## src/rtl/dbg_pkg.sv

```systemverilog
// Shared constants and types for the debug run-control block.
// Assumes at most four breakpoints, since only four register pairs are mapped.
package dbg_pkg;
    localparam logic [7:0] A_DEVID = 8'h00;
    localparam logic [7:0] A_REVID = 8'h01;
    localparam logic [7:0] A_CTRL  = 8'h02;
    localparam logic [7:0] A_PCL   = 8'h20;
    localparam logic [7:0] A_PCH   = 8'h21;
    localparam logic [7:0] A_PSW   = 8'h23;

    localparam logic [7:0] KEY_FIRST  = 8'h02;
    localparam logic [7:0] KEY_SECOND = 8'h01;
    localparam logic [7:0] CMD_RESUME = 8'h08;

    typedef enum logic [1:0] {LK_LOCKED, LK_KEY1, LK_OPEN} lock_state_e;
    typedef enum logic {ST_HALT, ST_RUN} run_state_e;

    // Low-register address of breakpoint i; the high register is the next address.
    function automatic logic [7:0] bp_lo_addr(input int i);
        case (i)
            0:       return 8'h85;
            1:       return 8'hAB;
            2:       return 8'hCE;
            default: return 8'hD2;
        endcase
    endfunction
endpackage

```

## src/rtl/dbg_keylock.sv

```systemverilog
// Two-key unlock sequencer for run control.
// Assumes ctrl_we is a one-cycle strobe for each write to the control register.
// Once open, it stays open until reset.
module dbg_keylock
    import dbg_pkg::*;
(
    input  logic       clk,
    input  logic       rst_n,
    input  logic       ctrl_we,
    input  logic [7:0] wdata,
    output logic       unlocked
);
    lock_state_e state_q;

    // Advance the key sequence on each control write.
    always_ff @(posedge clk) begin
        if (!rst_n)
            state_q <= LK_LOCKED;
        else if (ctrl_we && state_q != LK_OPEN) begin
            if (state_q == LK_KEY1 && wdata == KEY_SECOND)
                state_q <= LK_OPEN;
            else if (wdata == KEY_FIRST)
                state_q <= LK_KEY1;
            else
                state_q <= LK_LOCKED;
        end
    end

    // Expose the open state.
    assign unlocked = (state_q == LK_OPEN);


    key_order_chk: assert property (@(posedge clk) disable iff (!rst_n)
        $rose(unlocked) |-> $past(ctrl_we && wdata == KEY_SECOND));
endmodule

```

## src/rtl/dbg_bp_bank.sv

```systemverilog
// Bank of hardware breakpoint register pairs and their fetch-address compare.
// Assumes a 15-bit compare address: the low register holds {enable, addr[14:8]},
// and the high register holds addr[7:0].
module dbg_bp_bank
    import dbg_pkg::*;
#(
    parameter int NUM_BP = 4,
    parameter int CMP_W  = 15
) (
    input  logic             clk,
    input  logic             rst_n,
    input  logic             reg_we,
    input  logic [7:0]       reg_addr,
    input  logic [7:0]       wdata,
    input  logic [CMP_W-1:0] pc,
    output logic             match,
    output logic [7:0]       rd_data
);
    localparam int HI_W = CMP_W - 8;

    logic [NUM_BP-1:0] en_q;
    logic [CMP_W-1:0]  adr_q [NUM_BP];
    logic [NUM_BP-1:0] hit_vec;

    for (genvar g = 0; g < NUM_BP; g++) begin : g_bp
        localparam logic [7:0] LO = bp_lo_addr(g);
        localparam logic [7:0] HI = LO + 8'd1;

        // Register writes to this breakpoint pair.
        always_ff @(posedge clk) begin
            if (!rst_n) begin
                en_q[g]  <= 1'b0;
                adr_q[g] <= '0;
            end else if (reg_we && reg_addr == LO) begin
                en_q[g]             <= wdata[7];
                adr_q[g][CMP_W-1:8] <= wdata[HI_W-1:0];
            end else if (reg_we && reg_addr == HI) begin
                adr_q[g][7:0] <= wdata;
            end
        end

        // Compare the fetch address with this breakpoint.
        assign hit_vec[g] = en_q[g] && (pc == adr_q[g]);


        bp_clear_chk: assert property (@(posedge clk) disable iff (!rst_n)
            (reg_we && reg_addr == LO && wdata == 8'h00) |=> !hit_vec[g]);
    end

    assign match = |hit_vec;

    // Read mux over all breakpoint registers; zero when no pair is addressed.
    always_comb begin
        rd_data = 8'h00;
        for (int i = 0; i < NUM_BP; i++) begin
            if (reg_addr == bp_lo_addr(i))
                rd_data = {en_q[i], adr_q[i][CMP_W-1:8]};
            else if (reg_addr == bp_lo_addr(i) + 8'd1)
                rd_data = adr_q[i][7:0];
        end
    end
endmodule

```

## src/rtl/dbg_halt_ctl.sv

```systemverilog
// Run/halt state machine with state capture and the hit pulse generator.
// Assumes resume_req and host_stop are one-cycle strobes.
// A breakpoint halt pulses hit_pulse_n; a host stop does not.
module dbg_halt_ctl
    import dbg_pkg::*;
#(
    parameter int PC_W      = 16,
    parameter int PULSE_CYC = 3
) (
    input  logic            clk,
    input  logic            rst_n,
    input  logic            unlocked,
    input  logic            resume_req,
    input  logic            bp_match,
    input  logic            host_stop,
    input  logic [PC_W-1:0] core_pc,
    input  logic [7:0]      core_psw,
    output logic            core_halt,
    output logic            hit_pulse_n,
    output logic [PC_W-1:0] pc_copy,
    output logic [7:0]      psw_copy
);
    localparam int CNT_W = $clog2(PULSE_CYC + 1);

    run_state_e       state_q;
    logic [CNT_W-1:0] pulse_cnt_q;
    logic             stop_now;

    assign stop_now = (state_q == ST_RUN) && (bp_match || host_stop);

    // Move between run and halt.
    always_ff @(posedge clk) begin
        if (!rst_n)
            state_q <= ST_HALT;
        else if (stop_now)
            state_q <= ST_HALT;
        else if (state_q == ST_HALT && resume_req && unlocked)
            state_q <= ST_RUN;
    end

    // Capture the core state as execution stops.
    always_ff @(posedge clk) begin
        if (!rst_n) begin
            pc_copy  <= '0;
            psw_copy <= '0;
        end else if (stop_now) begin
            pc_copy  <= core_pc;
            psw_copy <= core_psw;
        end
    end

    // Time the hit pulse after a breakpoint stop.
    always_ff @(posedge clk) begin
        if (!rst_n)
            pulse_cnt_q <= '0;
        else if (state_q == ST_RUN && bp_match)
            pulse_cnt_q <= CNT_W'(PULSE_CYC);
        else if (pulse_cnt_q != '0)
            pulse_cnt_q <= pulse_cnt_q - 1'b1;
    end

    assign core_halt   = (state_q == ST_HALT);
    assign hit_pulse_n = (pulse_cnt_q == '0);

    // Checker: length of the current low run on the hit line.
    logic [CNT_W:0] low_run_q;
    always_ff @(posedge clk) begin
        if (!rst_n)
            low_run_q <= '0;
        else if (!hit_pulse_n && low_run_q != '1)
            low_run_q <= low_run_q + 1'b1;
        else if (hit_pulse_n)
            low_run_q <= '0;
    end


    resume_gate_chk: assert property (@(posedge clk) disable iff (!rst_n)
        $fell(core_halt) |-> $past(unlocked && resume_req));

    bp_halt_chk: assert property (@(posedge clk) disable iff (!rst_n)
        (!core_halt && bp_match) |=> (core_halt && !hit_pulse_n));

    pulse_in_halt_chk: assert property (@(posedge clk) disable iff (!rst_n)
        !hit_pulse_n |-> core_halt);

    pulse_width_chk: assert property (@(posedge clk) disable iff (!rst_n)
        $rose(hit_pulse_n) |-> (low_run_q == (CNT_W+1)'(PULSE_CYC)));

    strobe_quiet_chk: assert property (@(posedge clk) disable iff (!rst_n)
        (!core_halt && host_stop && !bp_match) |=> (core_halt && hit_pulse_n));

    capture_chk: assert property (@(posedge clk) disable iff (!rst_n)
        $rose(core_halt) |-> (pc_copy == $past(core_pc) && psw_copy == $past(core_psw)));
endmodule

```

## src/rtl/dbg_runctl.sv

```systemverilog
// Top level of the debug run controller: host register port, address decode
// and read mux around the key lock, breakpoint bank and halt controller.
// Assumes the host strobes are synchronous one-cycle pulses in the clk domain.
module dbg_runctl
    import dbg_pkg::*;
#(
    parameter logic [7:0] DEV_ID    = 8'h0D,
    parameter int         NUM_BP    = 4,
    parameter int         PULSE_CYC = 3
) (
    input  logic        clk,
    input  logic        rst_n,
    input  logic        host_addr_we,
    input  logic        host_data_we,
    input  logic        host_data_re,
    input  logic [7:0]  host_wdata,
    output logic [7:0]  host_rdata,
    input  logic        host_stop,
    output logic        hit_pulse_n,
    input  logic [15:0] core_pc,
    input  logic [7:0]  core_psw,
    output logic        core_halt
);
    localparam int PC_W  = 16;
    localparam int CMP_W = PC_W - 1;

    logic [7:0]      addr_q;
    logic            ctrl_we;
    logic            unlocked;
    logic            bp_match;
    logic [7:0]      bp_rd;
    logic [PC_W-1:0] pc_copy;
    logic [7:0]      psw_copy;
    logic [7:0]      rd_mux;

    // Latch the register address.
    always_ff @(posedge clk) begin
        if (!rst_n)
            addr_q <= 8'h00;
        else if (host_addr_we)
            addr_q <= host_wdata;
    end

    assign ctrl_we = host_data_we && (addr_q == A_CTRL);

    dbg_keylock u_lock (
        .clk      (clk),
        .rst_n    (rst_n),
        .ctrl_we  (ctrl_we),
        .wdata    (host_wdata),
        .unlocked (unlocked)
    );

    dbg_bp_bank #(.NUM_BP(NUM_BP), .CMP_W(CMP_W)) u_bp (
        .clk      (clk),
        .rst_n    (rst_n),
        .reg_we   (host_data_we),
        .reg_addr (addr_q),
        .wdata    (host_wdata),
        .pc       (core_pc[CMP_W-1:0]),
        .match    (bp_match),
        .rd_data  (bp_rd)
    );

    dbg_halt_ctl #(.PC_W(PC_W), .PULSE_CYC(PULSE_CYC)) u_halt (
        .clk         (clk),
        .rst_n       (rst_n),
        .unlocked    (unlocked),
        .resume_req  (ctrl_we && host_wdata == CMD_RESUME),
        .bp_match    (bp_match),
        .host_stop   (host_stop),
        .core_pc     (core_pc),
        .core_psw    (core_psw),
        .core_halt   (core_halt),
        .hit_pulse_n (hit_pulse_n),
        .pc_copy     (pc_copy),
        .psw_copy    (psw_copy)
    );

    // Select read data for the latched address.
    always_comb begin
        case (addr_q)
            A_DEVID: rd_mux = DEV_ID;
            A_REVID: rd_mux = 8'h00;
            A_PCL:   rd_mux = core_halt ? pc_copy[7:0]  : 8'h00;
            A_PCH:   rd_mux = core_halt ? pc_copy[15:8] : 8'h00;
            A_PSW:   rd_mux = core_halt ? psw_copy      : 8'h00;
            default: rd_mux = bp_rd;
        endcase
    end

    // Register the read data on a read strobe.
    always_ff @(posedge clk) begin
        if (!rst_n)
            host_rdata <= 8'h00;
        else if (host_data_re)
            host_rdata <= rd_mux;
    end


    reset_halt_chk: assert property (@(posedge clk)
        !rst_n |=> (core_halt && hit_pulse_n));

    devid_read_chk: assert property (@(posedge clk) disable iff (!rst_n)
        (host_data_re && addr_q == A_DEVID) |=> host_rdata == DEV_ID);
endmodule

```

## config.mk

```make
export PLATFORM = sky130hd
export DESIGN_NAME = dbg_runctl
export DESIGN_NICKNAME = d
export VERILOG_FILES = /design/src/rtl/dbg_pkg.sv /design/src/rtl/dbg_keylock.sv /design/src/rtl/dbg_bp_bank.sv /design/src/rtl/dbg_halt_ctl.sv /design/src/rtl/dbg_runctl.sv
export SDC_FILE = /design/constraint.sdc
export NUM_CORES = 1
export LEC_CHECK = 0
export BUFFER_PORTS_ARGS = -buffer_cell sky130_fd_sc_hd__buf_2
export CAP_MARGIN = 0
export CORE_MARGIN = 5
export CORE_UTILIZATION = 40
export CTS_BUF_LIST = sky130_fd_sc_hd__clkbuf_4 sky130_fd_sc_hd__clkbuf_8
export DETAILED_ROUTE_END_ITERATION = 7
export SLEW_MARGIN = 25
export SYNTH_ARGS = -nofsm -noshare
export SYNTH_HDL_FRONTEND = slang
export SYNTH_HIERARCHICAL = 1
export SYNTH_SLANG_ARGS = --single-unit
export TNS_END_PERCENT = 20
```

## constraint.sdc

```tcl
create_clock -name clk -period 2.4 [get_ports clk]
set_input_delay 0.12 -clock clk [delete_from_list [all_inputs] [get_ports clk]]
set_output_delay 0.12 -clock clk [all_outputs]
set_load 0.03 [all_outputs]
```

== Word-level counts from Yosys, hierarchy flattened ==
Memory sizes are Yosys's and may differ from the RTL's.
Cells that the tools add are included.

* $add $sub $neg: 5
* Multipliers: 0
* Divide/modulo/power cells: 0
* $lt $le $gt $ge: 0
* Equality and inequality tests: 27
* Shifts and indexed selects: 0
* Mux-type cells: 57
* Bitwise operators: 10
* Reductions and logical operators: 27

{| class="wikitable"
|+ Operators by type and width
! kind !! count
|-
| $mux 8 || 19
|-
| $eq 8x8->1 const B || 8
|-
| $eq 15x15->1 || 4
|-
| $pmux 8 s5 || 1
|-
| $add 8x1->8 const B || 4
|-
| $eq 8x8->1 || 4
|-
| $mux 1 || 30
|-
| $mux 7 || 4
|-
| $eq 8x6->1 const B || 3
|-
| $logic_and 1x1->1 || 20
|-
| $eq 8x1->1 const B || 2
|-
| $eq 8x2->1 const B || 2
|-
| $eq 8x4->1 const B || 1
|-
| $logic_not 8->1 || 1
|-
| $or 1x1->1 || 8
|-
| $mux 2 || 3
|-
| $reduce_bool 2->1 || 2
|-
| $reduce_or 4->1 || 1
|-
| $eq 2x1->1 const B || 1
|-
| $eq 2x2->1 const B || 1
|-
| $logic_not 2->1 || 1
|-
| $ne 2x2->1 const B || 1
|-
| $not 1->1 || 2
|-
| $reduce_or 2->1 || 1
|-
| 2 further kinds || 2
|}

* Register bits: 49
* Latch bits: 0
* Memory bits (writable): 60
* Bits in read-only memories: 0
* Input port bits: 38
* Output and inout bits: 10
* Logic and storage cells: 138
* Memories kept: 1

{| class="wikitable"
|+ Memory list
! memory !! words !! bits a word !! read ports !! clocked after Yosys merged registers in !! wr ports !! line !! RTL
|-
| u_bp.adr_q || 4 || 15 || 4 || 0 || 4 || dbg_bp_bank.sv:22 || <nowiki>logic [CMP_W-1:0] adr_q [NUM_BP];</nowiki>
|}

== Logic depth before layout (Yosys ltp) ==
Gate-level depths: netlist (run 1).

* Depth after elaboration: 13
* Mapped depth: 10
* Depth with buffers taken out: 8

== Modules after synthesis ==
The synthesis (run 1) kept the hierarchy.

{| class="wikitable"
|+ By module, submodules not included
! module !! times used !! cells an instance !! area each (µm²)
|-
| dbg_bp_bank || 1 || 349 || 3861.2
|-
| dbg_halt_ctl || 1 || 123 || 1033.5
|-
| dbg_runctl || 1 || 93 || 909.6
|-
| dbg_keylock || 1 || 14 || 127.6
|}

== Worst setup path before layout (run 1) ==
No wires, ideal clock.

* Path kind: flip-flop to flip-flop
* Start point: register addr_q[0]
* End point: memory u_bp.adr_q[3][0], enable pin
* Library setup time: 0.384 ns
* Arrival time: 1.873 ns
* Data required time: 2.016 ns
* Slack: 0.143 ns
* Stages on the path, launching flop included: 6
* Buffers on the path: 2
* Clock period less this slack: 2.257 ns
* Cells stage by stage: dfxtp_1 clkbuf_2 nand2_1 or4b_1 buf_2 o21ai_0

{| class="wikitable"
|+ RTL lines
! what !! line !! RTL
|-
| start: declaration || dbg_runctl.sv:27 || <nowiki>logic [7:0] addr_q;</nowiki>
|-
| start signal: assignment || dbg_runctl.sv:41 || <nowiki>addr_q <= host_wdata;</nowiki>
|-
| end: declaration || dbg_bp_bank.sv:22 ||
|}

== Final worst setup path (run 1) ==
* Start point: register addr_q[4]
* End point: register host_rdata[1]

* Longest elaborated chain between the ends: 10
* Elaborated cells on any way between the ends: 22
* Those cells by class: 12 x eq/ne; 9 x mux; 1 x reduce/logical

{| class="wikitable"
|+ RTL lines
! what !! line !! RTL
|-
| $eq 8x8->1 || dbg_bp_bank.sv:58 || <nowiki>else if (reg_addr == bp_lo_addr(i) + 8'd1)</nowiki>
|-
| $mux 8 || dbg_bp_bank.sv:58 ||
|-
| $mux 8 || dbg_bp_bank.sv:56 || <nowiki>if (reg_addr == bp_lo_addr(i))</nowiki>
|-
| $mux 8 || dbg_bp_bank.sv:58 ||
|-
| $mux 8 || dbg_bp_bank.sv:56 ||
|-
| $mux 8 || dbg_bp_bank.sv:58 ||
|-
| $mux 8 || dbg_bp_bank.sv:56 ||
|-
| $mux 8 || dbg_bp_bank.sv:58 ||
|-
| $mux 8 * || dbg_bp_bank.sv:56 ||
|-
| named net bp_rd[1] || dbg_runctl.sv:31 || <nowiki>logic [7:0] bp_rd;</nowiki>
|-
| $pmux 8 s5 * || dbg_runctl.sv:82 || <nowiki>case (addr_q)</nowiki>
|-
| end signal: assignment || dbg_runctl.sv:97 || <nowiki>host_rdata <= rd_mux;</nowiki>
|-
| end: declaration || dbg_runctl.sv:17 || <nowiki>output logic [7:0] host_rdata,</nowiki>
|}

Mark *: on every way through the listed nets, which the timed path passes. The rest lies on a longest branch.
A chain may end at the register's enable or synchronous reset.

==> reports/results.ini, run 1 <==
[run_status]
status=completed

[synthesis]
ys_warn_count=6
synth_nets=618
syn_inst=579
ys_seq_area_share_pct=46.9
syn_area_per_cell_um2=10.2
synth_cell_types=70
ys.flop_type=edfxtp_1
synth.area.top_cells=edfxtp_1 (30%), dfxtp_1 (17%), xnor2_1 (8.9%)
syn-cell-area_mm2=0.00593
synth_top_area_share_pct=30.4
synth_common_cells=edfxtp_1 (60), xnor2_1 (60), dfxtp_1 (49)
async_flop_share_pct=0
synth_seq_cells=109
synth_edf_count=60
synth_top_area_cell=edfxtp_1

[cells_and_area]
final_cells=807
fin_nets=657
drive_above_1_share_pct=19.4
diodes=0
area.growth.synth_to_final_pct=11.3
fill_cells=1382
fin_util_pct=45.4

[setup_path]
startpoint_type=flip-flop
cp.arrival_ns=2.61
critPathRequiredTime_ns=2.68
critPathKind=reg -> reg
cp-end-kind=flip-flop
cp_max_fo=8
r2r_cells=6
slowest_delay_ns=0.55
crit_slowest_cell=or3b_2
path_cells=or3b_2, nor2_1, nand2_1, o221ai_1, a21oi_1, a221o_1

[clock_tree]
cts.clk_slew.worst_paths_ns=0.10
tritoncts=done
clock-sinks=109
htreeDepth=3
clock-root-buffer=clkbuf_8
cts_buffer_depth=2
cts_buffers=9
insertion_delay_ns=0.39

[flow_run]
cap_violations=0

[power]
power_leakage_nw=2.46
power_switching_mw=1.01
power_frac_comb_pct=13.7
power_density_mw_per_mm2=571
netSwitchingFraction_pct=26.8
clock_power_share_pct=31.0
vdd_ir_drop_max_mv=0.246
seqPwrFrac_pct=55.2
internal_power_mw=2.76

[global_route]
antenna_found_initial=0
grt.overflow.total=0
grtUsageTotal_pct=20.1
grt_pass1_wl_um=27200
grt_max_degree=56
grt_pass1_vias=4694

[route]
drtIter0Drc=564
vias_per_cell=5.95
drc=0
ant_nets=0
wl_per_cell_um=21.9
num_vias=4804
drt-total-wl_um=17700
drt_first_pass_iters=6

[sta]
period_share_pct=97.0
setup_viol=0
relSlewSlack_pct=62.1
worst_pin_slew_ns=0.566
finalMaxSlewViolations=0
hold_viol_final=0
fin_skew_ns=0.0131
fin_crit_ns=2.33
grt_setup_unrepaired=false
tns_ns=0
whs_ns=0.0505
fmax_mhz=430
setup_ws_ns=0.0723

[die]
die_height_um=132
start_util_pct=40.8
die_w_um=132
ios=48
core_mm2=0.0145
rows=44
die_area_mm2=0.0174

[placement]
gp_congestion=0.963
pre_cts_ws_ns=0.108
port_buffers=47
dp.cells=782
dpl.hpwl_um=12800

[hold_path]
hold_class=in -> reg
hold_depth=3

registers in the layout (all words and copies together) (netlist names):
register            count
addr_q                  8
u_halt/psw_copy         8
u_bp/en_q               4
u_halt/state_q          1
u_bp/adr_q             60
u_halt/pc_copy         16
host_rdata              8
u_halt/pulse_cnt_q      2
u_lock/state_q          2
kinds of logic (layout without fill, tap and decap cells):
family | after synthesis | in the layout | share of synthesized area [%]
and+or+nand+nor | 228 | 228 | 23.0
DFF | 109 | 109 | 46.9
AOI/OAI and AO/OA | 106 | 106 | 13.0
xor gates and xnor gates | 61 | 61 | 9.01
buffers and inverters | 57 | 101 | 4.83
muxes | 16 | 16 | 2.85
adders and majority gates | 2 | 2 | 0.380
layer usage:
layer  track usage, %  vias up  wire [um]
met3             5.15       34       1670
li1                 -     2199          -
met4             6.40        0        393
met1             27.1     2311       7500
met5                0        -          0
met2             31.7      260       8130
per-stage QoR:
step,area [um^2],power (mW)
6_report,6600,3.77
5_1_grt,6600,3.90
4_1_cts,6600,3.79
3_5_place_dp,6300,2.63
3_3_place_gp,6300,2.61
2_1_floorplan,5930,2.45
area by class of cell:
cell class	count	area [um^2]	share of cell area, %
clock buffers	11	145	2.20
clock inverters	5	58.8	0.891
repair buffers	75	480	7.28
well taps	184	230	3.49
multi-input cells	413	2870	43.4
inverters	10	37.5	0.569
flip-flops and latches	109	2780	42.2
timing repair:
item                       CTS  global route
hold endpoints to repair     9             0
buffers inserted             0             0
gates resized for setup      0             2
setup endpoints to repair    0             7
hold buffers                 9             0
final timing paths:
path | start | slack (ns) | to
setup reg to reg | addr_q[4] | 0.07 | host_rdata[1]
hold reg to reg | u_halt/psw_copy[1] | 0.47 | u_halt/psw_copy[1]
setup / recovery | addr_q[4] | 0.07 | host_rdata[1]
hold / removal | host_stop | 0.05 | u_halt/state_q
critical path: cells and delay by family (launching register included):
family | cells | cell delay [ns]
AO/OA/AOI/OAI | 3 | 0.75
AND/OR/NAND/NOR | 3 | 0.95
flip-flops | 1 | 0.51
power groups by stage:
stage / Combinational (mW) / Sequential, mW / Clock (mW)
after floorplan: 0.330 / 2.12 / 0
after global routing: 0.564 / 2.09 / 1.25
final: 0.517 / 2.08 / 1.17
after CTS: 0.517 / 2.08 / 1.20
after detailed placement: 0.503 / 2.12 / 0
after global placement: 0.490 / 2.12 / 0
layout by cell type (no fill, tap or decap), drive strengths merged, types with 7 or more instances in the layout:
master / count
buf: 66
xnor2: 60
edfxtp: 60
dfxtp: 49
and3: 45
nand2: 43
nand3: 32
o21ai: 30
and2: 25
nand4: 19
a21oi: 16
a22oi: 15
nor2b: 14
nor2: 13
clkbuf: 11
inv: 11
mux2i: 9
dlygate4sd3: 9
nor4: 9
o221ai: 8
mux2: 7
o22a: 7
(Power assumes the default switching activity.)
==> run 2: changes to the inputs <==
--- a/config.mk
+++ b/config.mk
@@ -7,6 +7,7 @@
 export LEC_CHECK = 0
 export BUFFER_PORTS_ARGS = -buffer_cell sky130_fd_sc_hd__buf_2
 export CAP_MARGIN = 0
+export CORE_ASPECT_RATIO = 0.9
 export CORE_MARGIN = 5
 export CORE_UTILIZATION = 40
 export CTS_BUF_LIST = sky130_fd_sc_hd__clkbuf_4 sky130_fd_sc_hd__clkbuf_8
==> reports/results.ini, run 2 (synthesized netlist as in run 1, its figures left out) <==
[flow_run]
cap_violations=0  ; unchanged

[sta]
fin_skew_ns=0.0202  ; +0.00706 ns
period_share_pct=93.1  ; -3.9 points
relSlewSlack_pct=61.1  ; -1.0 points
hold_viol_final=0  ; unchanged
setup_viol=0  ; unchanged
fmax_mhz=448  ; +4.2%
grt_setup_unrepaired=false
fin_crit_ns=2.23  ; -0.0935 ns
tns_ns=0  ; unchanged
finalMaxSlewViolations=0  ; unchanged
worst_pin_slew_ns=0.582  ; +0.0154 ns

[clock_tree]
tritoncts=done
clock-sinks=109  ; unchanged
clock-root-buffer=clkbuf_8
cts.clk_slew.worst_paths_ns=0.12  ; +0.02 ns
cts_buffers=9  ; unchanged
cts_buffer_depth=2  ; unchanged
post_cts_buffers=0  ; unchanged
htreeDepth=3  ; unchanged
insertion_delay_ns=0.41  ; +0.02 ns

[global_route]
grt_use_met3_pct=5.88  ; +0.73 points
use_met2_pct=32.7  ; +0.92 points
use_met1_pct=31.0  ; +3.9 points
grtUsageTotal_pct=21.6  ; +1.5 points
top_usage_layer=met2
grt_pass1_vias=4635  ; -1.3%
grt_pass1_wl_um=28500  ; +4.6%
grt.overflow.total=0  ; unchanged
grt_max_degree=49  ; -13%
antenna_found_initial=0  ; unchanged

[route]
num_vias=4830  ; +0.54%
drtIter0Drc=532  ; -5.7%
drt_first_pass_iters=5  ; -1
drt-total-wl_um=18800  ; +6.5%
drc=0  ; unchanged
wl_per_cell_um=22.9  ; +4.4%
ant_nets=0  ; unchanged
vias_per_cell=5.87  ; -1.4%

[power]
vdd_ir_drop_max_mv=0.312  ; +27%
power_leakage_nw=2.47  ; +0.27%
power_density_mw_per_mm2=563  ; -1.3%

[die]
ios=48  ; unchanged
die_height_um=126  ; -4.7%
die_w_um=138  ; +5.0%
start_util_pct=40.6  ; -0.21 points
rows=42  ; -4.5%
die_area_mm2=0.0174  ; about the same
core_mm2=0.0146  ; +0.52%

[setup_path]
r2r_cells=6  ; unchanged
critPathRequiredTime_ns=2.70  ; +0.02 ns
critPathKind=reg -> reg
crit_start=addr_q[6]
slowest_delay_ns=0.60  ; +0.05 ns
crit_slowest_cell=or4b_4
path_cells=nand3b_4, or4b_4, o22a_1, o221ai_1, a21oi_1, a221o_1
cp-end-kind=flip-flop
path_buf_inv=0  ; unchanged
cp_max_fo=9  ; +1
rrSetupSlack_ns=0.17  ; +0.09 ns
startpoint_type=flip-flop
cp_top_family=compound AO/OA/AOI/OAI gates
r2r_start=addr_q[6]
cp.depth=6  ; unchanged
cp-endpoint=host_rdata[1]
timing.rr.end=host_rdata[1]
cp.arrival_ns=2.54  ; -0.07 ns

[cells_and_area]
fin_util_pct=45.4  ; -0.054 points
fin_nets=659  ; +0.30%
largestRegisters=u_bp/adr_q x60, u_halt/pc_copy x16
top_register=u_bp/adr_q
area.growth.synth_to_final_pct=11.7
multi_input_area_mm2=0.00287  ; unchanged
drive_above_1_share_pct=19.7  ; +0.26 points
diodes=0  ; unchanged
largest_reg_flops=60  ; unchanged
fill_cells=1405  ; +1.7%
regArea_mm2=0.00278  ; unchanged
final_cell_mix=xnor2_1 (60), edfxtp_1 (60), dfxtp_1 (48), buf_2 (47), nand2_1 (43)

[hold_path]
hold_class=in -> reg

[run_status]
status=completed

[placement]
port_buffers=47  ; unchanged
dpl.hpwl_um=13400  ; +5.4%
gp_congestion=0.953  ; -1.1%

run 2: worst min path at each step:
stage | startpoint | endpoint | slack (ns) | cells after the start
2_1_floorplan | host_wdata[7] | u_bp/en_q[1] | 0.23 | 2
3_3_place_gp | core_psw[1] | u_halt/psw_copy[1] | 0.36 | 3
3_5_place_dp | core_psw[0] | u_halt/psw_copy[0] | 0.37 | 3
4_1_cts | core_pc[11] | u_halt/pc_copy[11] | 0.05 | 3
5_1_grt | core_pc[7] | u_halt/pc_copy[7] | 0.05 | 3
6_report | core_pc[8] | u_halt/pc_copy[8] | 0.06 | 3
run 2: power breakdown:
group          switching [mW]  internal [mW]  leakage [nW]
clock network           0.714          0.404        0.0987
logic                   0.323          0.206          1.35
registers              0.0589           2.03          1.02
total                    1.10           2.64          2.47
run 2: per-layer routing:
metal / routed length [um] / share of wire, %
met4: 264 / 1.4
met2: 8250 / 44
met5: 0 / 0
met3: 1460 / 7.7
met1: 8860 / 47
run 2: cell type report:
class	count	share of cell area, %
inverter	10	0.566
clock inverter	7	1.08
timing repair buffer	77	7.51
multi-input combinational	413	43.2
clock buffer	9	1.87
tap	198	3.74
sequential	109	42.0
run 2: repair_timing:
action	in CTS	in global routing
endpoints found under the setup margin	0	3
resized for setup	0	2
hold buffers	10	0
hold endpoints to repair	10	0
run 2: worst min-delay path, delay by kind of cell:
family,cells,cell delay [ns]
simple gates,1,0.08
compound gates,1,0.06
buf+inv,1,0.18
run 2: stage by stage:
step	power [mW]	std cells	cell area [um^2]	hold WS [ns]	setup WS, ns
after floorplan	2.45	579	5930	0.229	0.143
after global placement	2.62	797	6330	0.363	0.0357
after detailed placement	2.64	797	6330	0.372	0.0695
after CTS	3.74	823	6620	0.0517	0.0389
after global routing	3.87	823	6630	0.0463	0.0239
final	3.73	823	6630	0.0636	0.166
